### config.mk
export PLATFORM = sky130hd
export DESIGN_NAME = bus_phase_decoder
export DESIGN_NICKNAME = d
export VERILOG_FILES = /design/src/rtl/bpd_pkg.sv /design/src/rtl/bpd_addr_phase.sv /design/src/rtl/bpd_beat_capture.sv /design/src/rtl/bpd_parity_chk.sv /design/src/rtl/bus_phase_decoder.sv
export SDC_FILE = /design/constraint.sdc
export NUM_CORES = 1
export LEC_CHECK = 0
export ABC_AREA = 1
export BUFFER_PORTS_ARGS = -buffer_cell sky130_fd_sc_hd__buf_2
export CORE_MARGIN = 2
export CORE_UTILIZATION = 52
export DETAILED_ROUTE_END_ITERATION = 6
export PLACE_DENSITY = 0.88
export SYNTH_ARGS = -nofsm -noshare
export SYNTH_HDL_FRONTEND = slang
export SYNTH_SLANG_ARGS = --single-unit
### constraint.sdc
create_clock -name clk -period 1.7 [get_ports clk]
set_input_delay 0.085 -clock clk [delete_from_list [all_inputs] [get_ports clk]]
set_output_delay 0.085 -clock clk [all_outputs]
set_load 0.01 [all_outputs]
### src/rtl/bpd_pkg.sv
package bpd_pkg;
  localparam int CMD_W = 4;
  localparam logic [CMD_W-1:0] DUAL_ADDR_CODE = 4'b1101;

  typedef enum logic [1:0] {
    PH_IDLE  = 2'd0,
    PH_ADDR2 = 2'd1,
    PH_DATA  = 2'd2
  } phase_t;
endpackage

### src/rtl/bpd_addr_phase.sv
module bpd_addr_phase
  import bpd_pkg::*;
#(
  parameter int DATA_W = 64,
  localparam int LANES = DATA_W / 8,
  localparam int HALF  = DATA_W / 2
) (
  input  logic              clk,
  input  logic              rst,
  input  logic              frame_start,
  input  logic [DATA_W-1:0] ad,
  input  logic [LANES-1:0]  cbe_n,
  output phase_t            phase,
  output logic              addr_clk,
  output logic              addr_valid,
  output logic [DATA_W-1:0] addr,
  output logic [CMD_W-1:0]  cmd,
  output logic              dac
);
  logic [HALF-1:0]  lo_half_q;
  logic [CMD_W-1:0] pend_cmd_q;
  logic             is_dual;

  assign is_dual  = (cbe_n[CMD_W-1:0] == DUAL_ADDR_CODE);
  assign addr_clk = frame_start | (phase == PH_ADDR2);

  always_ff @(posedge clk) begin
    if (rst) begin
      phase      <= PH_IDLE;
      addr_valid <= 1'b0;
      addr       <= '0;
      cmd        <= '0;
      dac        <= 1'b0;
      lo_half_q  <= '0;
      pend_cmd_q <= '0;
    end else begin
      addr_valid <= 1'b0;
      if (frame_start) begin
        if (is_dual) begin
          lo_half_q  <= ad[HALF-1:0];
          pend_cmd_q <= cbe_n[2*CMD_W-1:CMD_W];
          phase      <= PH_ADDR2;
        end else begin
          addr       <= ad;
          cmd        <= cbe_n[CMD_W-1:0];
          dac        <= 1'b0;
          addr_valid <= 1'b1;
          phase      <= PH_DATA;
        end
      end else if (phase == PH_ADDR2) begin
        addr       <= {ad[HALF-1:0], lo_half_q};
        cmd        <= pend_cmd_q;
        dac        <= 1'b1;
        addr_valid <= 1'b1;
        phase      <= PH_DATA;
      end
    end
  end
endmodule

### src/rtl/bpd_beat_capture.sv
module bpd_beat_capture #(
  parameter int DATA_W = 64,
  localparam int LANES = DATA_W / 8
) (
  input  logic              clk,
  input  logic              rst,
  input  logic              take,
  input  logic [DATA_W-1:0] ad,
  input  logic [LANES-1:0]  cbe_n,
  output logic              beat_valid,
  output logic [DATA_W-1:0] beat_data,
  output logic [LANES-1:0]  beat_lanes
);
  logic [LANES-1:0] lane_on;

  for (genvar i = 0; i < LANES; i++) begin : g_lane
    assign lane_on[i] = ~cbe_n[i];
  end

  always_ff @(posedge clk) begin
    if (rst) begin
      beat_valid <= 1'b0;
      beat_data  <= '0;
      beat_lanes <= '0;
    end else begin
      beat_valid <= take;
      if (take) begin
        beat_data  <= ad;
        beat_lanes <= lane_on;
      end
    end
  end
endmodule

### src/rtl/bpd_parity_chk.sv
module bpd_parity_chk #(
  parameter int COV_W = 36
) (
  input  logic             clk,
  input  logic             rst,
  input  logic             covered,
  input  logic [COV_W-1:0] lanes,
  input  logic             par,
  output logic             par_err
);
  logic [COV_W-1:0] held_q;
  logic             armed_q;

  always_ff @(posedge clk) begin
    if (rst) begin
      held_q  <= '0;
      armed_q <= 1'b0;
      par_err <= 1'b0;
    end else begin
      held_q  <= lanes;
      armed_q <= covered;
      par_err <= armed_q & ((^held_q) ^ par);
    end
  end
endmodule

### src/rtl/bus_phase_decoder.sv
module bus_phase_decoder
  import bpd_pkg::*;
#(
  parameter int DATA_W = 64,
  localparam int LANES = DATA_W / 8,
  localparam int HALF  = DATA_W / 2,
  localparam int COV_W = HALF + CMD_W
) (
  input  logic              clk,
  input  logic              rst,
  input  logic              frame_start,
  input  logic              data_valid,
  input  logic [DATA_W-1:0] ad,
  input  logic [LANES-1:0]  cbe_n,
  input  logic              par,
  output logic              addr_valid,
  output logic [DATA_W-1:0] addr,
  output logic [CMD_W-1:0]  cmd,
  output logic              dac,
  output logic              beat_valid,
  output logic [DATA_W-1:0] beat_data,
  output logic [LANES-1:0]  beat_lanes,
  output logic              par_err
);
  phase_t phase;
  logic   addr_clk;
  logic   take_beat;

  assign take_beat = data_valid & ~frame_start & (phase == PH_DATA);

  bpd_addr_phase #(.DATA_W(DATA_W)) u_addr (
    .clk(clk), .rst(rst), .frame_start(frame_start), .ad(ad), .cbe_n(cbe_n),
    .phase(phase), .addr_clk(addr_clk), .addr_valid(addr_valid),
    .addr(addr), .cmd(cmd), .dac(dac)
  );

  bpd_beat_capture #(.DATA_W(DATA_W)) u_beat (
    .clk(clk), .rst(rst), .take(take_beat), .ad(ad), .cbe_n(cbe_n),
    .beat_valid(beat_valid), .beat_data(beat_data), .beat_lanes(beat_lanes)
  );

  bpd_parity_chk #(.COV_W(COV_W)) u_par (
    .clk(clk), .rst(rst), .covered(addr_clk | take_beat),
    .lanes({ad[HALF-1:0], cbe_n[CMD_W-1:0]}), .par(par), .par_err(par_err)
  );
endmodule

Word level (Yosys, flattened, before mapping)
Cells that the tools add are included.
Word-level totals
  input bits: 77
  memory bits (writable): 0
  memories: 0
  bits in latches: 0
  ROM bits: 0
  output and inout bits: 144
  register bits: 219
Cells by class
  shift-type cells: 0
  bitwise gates (word level): 15
  $add $sub $neg: 0
  multipliers: 0
  multiplexer cells: 15
  equal/unequal tests: 4
  divide/modulo/power cells: 0
  magnitude comparators: 0
  reductions and logical operators: 4
Operators by type and width (count)
  $mux W64: 3
  $reduce_xor A36 Y1: 1
  $mux W4: 3
  $not A1 Y1: 9
  $mux W1: 6
  $mux W2: 3
  $eq A4 B4 Y1 const B: 1
  $reduce_and A2 Y1: 2
  $and A1 B1 Y1: 3
  $eq A2 B1 Y1 const B: 1
  $eq A2 B2 Y1 const B: 1
  $ne A2 B2 Y1 const B: 1
  $or A1 B1 Y1: 2
  $reduce_bool A2 Y1: 1
  $xor A1 B1 Y1: 1

Logic depth before layout (Yosys ltp)
  word-level depth: 4
  depth in mapped cells: 15
  gate-level depth less buffers: 15

Modules after synthesis
From an unflattened synthesis, not the netlist that was laid out.
Second synthesis, totals
  cells, all modules: 1436
  area total of the unflattened synthesis: 9576.7 µm²
By module, submodules not included
  bpd_addr_phase: seq. area each 2162.1 µm², area each 4869.7 µm², cells an instance 707, instances 1
  bpd_beat_capture: seq. area each 1461.4 µm², area each 2947.8 µm², cells an instance 451, instances 1
  bpd_parity_chk: seq. area each 760.7 µm², area each 1732.9 µm², cells an instance 271, instances 1
  bus_phase_decoder: seq. area each 0.0 µm², area each 26.3 µm², cells an instance 7, instances 1

Worst setup path after synthesis
Ideal clock, no wire load.
  path type: register to register
  from: reg u_addr.phase[0]
  to: reg u_addr.cmd[0]
  slack: 0.481 ns
  data required time: 1.627 ns
  cell stages (with the launch flop): 9
  library setup time: 0.073 ns
  clock period less this slack: 1.219 ns
  arrival time: 1.146 ns
  cells stage by stage: dfxtp_1 nor2_4 a21oi_2 inv_2 nor2_4 nand2_1 buf_2 buf_6 o211ai_2
Between the ends
  longest elaborated chain between the ends: 3
Ends and longest elaborated chain
  from (decl): line bpd_addr_phase.sv:13  | output phase_t phase,
  from (signal assigned): line bpd_addr_phase.sv:29  | phase <= PH_IDLE;
  from (signal assigned): line bpd_addr_phase.sv:42  | phase <= PH_ADDR2;
  from (signal assigned): line bpd_addr_phase.sv:48  | phase <= PH_DATA;
  $eq A2 B1 Y1: line bpd_addr_phase.sv:50  | end else if (phase == PH_ADDR2) begin
  $reduce_bool A2 Y1 (no source line)
  $reduce_and A2 Y1 (no source line)
  to (signal assigned): line bpd_addr_phase.sv:45  | cmd <= cbe_n[CMD_W-1:0];
  to (signal assigned): line bpd_addr_phase.sv:52  | cmd <= pend_cmd_q;
  to (decl): line bpd_addr_phase.sv:17  | output logic [CMD_W-1:0] cmd,
No other way between the ends.
A chain may end at the register's enable or synchronous reset.

Final worst setup path
  from: in frame_start
  to: reg u_addr.addr[61]
Between the ends
  longest elaborated chain between the ends: 2
Ends and longest elaborated chain
  from (decl): line bus_phase_decoder.sv:11  | input logic frame_start,
  $ne A2 B2 Y1 (no source line) or $reduce_bool A2 Y1 (tied branches)
  $reduce_and A2 Y1 (no source line)
  to (signal assigned): line bpd_addr_phase.sv:51  | addr <= {ad[HALF-1:0], lo_half_q};
  to (decl): line bpd_addr_phase.sv:16  | output logic [DATA_W-1:0] addr,
Parallel ways exist; a longest one is shown, timed or not.

==> results.py <==
metrics = {
    "setup_path": {
        "cp-start-kind": "input pin",
        "crit_path_end_kind": "flop",
        "cp_cell_sequence": "dlygate4sd3_1 > buf_4 > nand2_1 > nor2_1 > nand3_2 > inv_2 > nor2_4 > inv_2 > buf_4 > nand3_1 > o21ai_1",
        "critPathMaxFanout": 11,
        "slowest_stage": "dlygate4sd3_1",
        "critPathRequiredTime_ns": 2.12,
        "cpPeakStageDelay_ns": 0.55,
        "worstPathArrival_ns": 2.01,
        "path_class": "input pin to flop",
    },
    "die": {
        "ios": 221,
        "start_util": 0.525,
        "fp.dieArea_mm2": 0.0169,
        "core-area_mm2": 0.0157,
        "die_w_um": 130,
        "die_height_um": 130,
        "rows": 46,
    },
    "power": {
        "p_leak_nw": 5.15,
        "p_per_area_mw_per_mm2": 1120,
        "max-vdd-ir-drop_mv": 0.678,
    },
    "timing": {
        "max_freq_mhz": 629,
        "finalSetupTns_ns": 0,
        "maxSlewHeadroom": 0.638,
        "fin_crit_sh": 0.936,
        "finalSetupViolations": 0,
        "hold_viol": 0,
        "rsz0062_at_grt": "false",
        "fin_crit_ns": 1.59,
        "slew_viol_final": 0,
        "tightest_slew_ns": 0.543,
        "skew_ns": 0.0178,
        "hold-worst-slack_ns": 0.0667,
    },
    "synth": {
        "synth_ff_type": "dfxtp_1",
        "synth_seq_area_share": 0.532,
        "yosysWarnings": 0,
        "netlist_instances": 1069,
        "syn_nets": 1146,
        "ys_ff_latch": 219,
        "syn-cell-area_mm2": 0.00825,
        "avgSynthCellArea_um2": 7.71,
        "synthDistinctLibCells": 24,
        "synth_enable_flop_cells": 0,
        "async_flop_share": 0,
    },
    "route": {
        "detail_route.wl_per_cell_um": 16.4,
        "antenna_left": 0,
        "vias": 8533,
        "drc_errors": 0,
        "drt_iter0_drc": 691,
        "dr.pass1.iters": 6,
        "wl_um": 25700,
        "viasPerCell": 5.46,
    },
    "layout": {
        "fin_util": 0.701,
        "syn_to_final_growth_pct": 33.6,
        "drive_above_1_share": 0.210,
        "final_nets": 1407,
    },
    "outcome": {
        "status": "complete, no violations",
    },
    "placement": {
        "hpwl_um": 14800,
        "portBuffers": 220,
        "place_congestion": 0.808,
    },
    "cts": {
        "htreeDepth": 1,
        "cts_buffer_depth": 3,
        "cts_tree": "yes",
        "clock-root-buffer": "clkbuf_16",
        "cts_made_buffers": 22,
        "numClockSinks": 219,
        "cts.clk_slew.worst_paths_ns": 0.06,
        "cts_setup_buffers": 0,
        "clock_latency_ns": 0.50,
    },
    "worst_hold_path": {
        "hp-class": "input pin to flop",
    },
    "global_routing": {
        "grt_pass1_wl_um": 40500,
        "grt.overflow.total": 0,
        "grt_max_degree": 72,
        "grt_usage": 0.297,
        "grt_pass1_vias": 8401,
        "antenna_found_initial": 1,
    },
    "run": {
        "cap_viol_max_count": 0,
    },
}
## routing by layer
layer / part of all wire / global-route usage / up-vias
li1: - / - / 4028
met1: 0.38 / 0.348 / 3935
met2: 0.49 / 0.525 / 480
met3: 0.082 / 0.0529 / 90
met4: 0.040 / 0.147 / 0
met5: 0 / 0 / -
## critical path: cells and delay by family
kind / cells / cell delay (ns)
buffers and inverters: 5 / 1.21
and+or+nand+nor: 5 / 0.56
AOI/OAI and AO/OA: 1 / 0.15
## power breakdown
part | switching (mW) | internal, mW
clock network | 2.02 | 3.02
registers | 0.168 | 5.44
logic | 1.03 | 0.678
total | 3.22 | 9.14
## cell type report
cell class	instances	area (µm²)
timing repair buffer	312	2070
antenna	1	2.50
fill	1137	4700
clock buffer	32	629
tap	216	270
clock inverter	7	115
multi-input combinational	707	3280
sequential	219	4380
inverter	68	259
## repair_timing
item,CTS,global route
setup endpoints to repair,0,8
hold buffers,74,0
resized for setup,0,5
endpoints found under the hold margin,212,0
## cell families (layout without fill, tap and decap cells)
kind of cell | after synthesis | count (layout) | synth area share
XOR/XNOR | 17 | 17 | 0.0181
buffers and inverters | 143 | 419 | 0.0721
flip-flops | 219 | 219 | 0.532
AND/OR/NAND/NOR | 372 | 372 | 0.179
AO/OA/AOI/OAI | 318 | 318 | 0.199
other | 0 | 1 | 0
## Yosys cell counts, types with 2 or more instances
master    number  area, µm²
buf_6          3       33.8
xnor2_1       12        105
nand2_1      186        698
clkbuf_1      47        176
a21oi_1       98        490
buf_2         22        110
a31oi_1       32        200
nand3_1       43        215
inv_2          4       15.0
buf_4          2       15.0
o21ai_1       28        140
o21ai_0      158        791
dfxtp_1      219       4380
inv_1         63        236
nor2_4         2       22.5
nor2_1       138        518
xor2_1         5       43.8
## flip-flops by register name, indices dropped and copies added, names as in the netlist
name,cells
u_par.par_err,1
u_par.held_q,36
u_addr.addr,64
u_addr.cmd,4
u_beat.beat_lanes,8
u_beat.beat_valid,1
u_addr.addr_valid,1
u_addr.phase,2
u_beat.beat_data,64
u_addr.pend_cmd_q,4
u_addr.lo_half_q,32
u_addr.dac,1
u_par.armed_q,1
## placed cells by master, fill, tap and decap left out, types with 2 or more instances in the layout
cell | synthesis | final
buf_2 | 22 | 219
dfxtp_1 | 219 | 219
nand2_1 | 186 | 186
o21ai_0 | 158 | 157
nor2_1 | 138 | 138
a21oi_1 | 98 | 98
dlygate4sd3_1 | 0 | 74
inv_1 | 63 | 62
nand3_1 | 43 | 42
a31oi_1 | 32 | 32
o21ai_1 | 28 | 29
clkbuf_16 | 0 | 23
xnor2_1 | 12 | 12
buf_4 | 2 | 10
clkbuf_1 | 47 | 7
buf_12 | 0 | 7
xor2_1 | 5 | 5
inv_2 | 4 | 4
clkinv_2 | 0 | 3
bufinv_16 | 0 | 3
nor2_4 | 2 | 2
clkbuf_8 | 0 | 2
clkinvlp_4 | 0 | 2
buf_6 | 3 | 2
## path summary, 6_finish.rpt
| path | from | depth (start not counted) | slack [ns] | endpoint |
|---|---|---|---|---|
| setup / recovery | frame_start | 11 | 0.11 | u_addr.addr[61] |
| hold / removal | data_valid | 4 | 0.07 | u_beat.beat_data[33] |
| setup reg to reg | u_addr.phase[0] | 6 | 0.14 | u_beat.beat_data[4] |
| hold reg to reg | u_addr.lo_half_q[26] | 2 | 0.47 | u_addr.addr[26] |
## metrics by stage
step | setup slack [ns] | cell area, µm² | instances | total power [mW]
floorplan | 0.481 | 8250 | 1069 | 6.60
global placement | 0.315 | 9510 | 1448 | 7.14
detailed placement | 0.207 | 9510 | 1448 | 7.19
CTS | 0.149 | 11000 | 1561 | 12.3
global route | 0.0135 | 11000 | 1562 | 12.8
finish | 0.110 | 11000 | 1562 | 12.4
(Power assumes the default switching activity.)
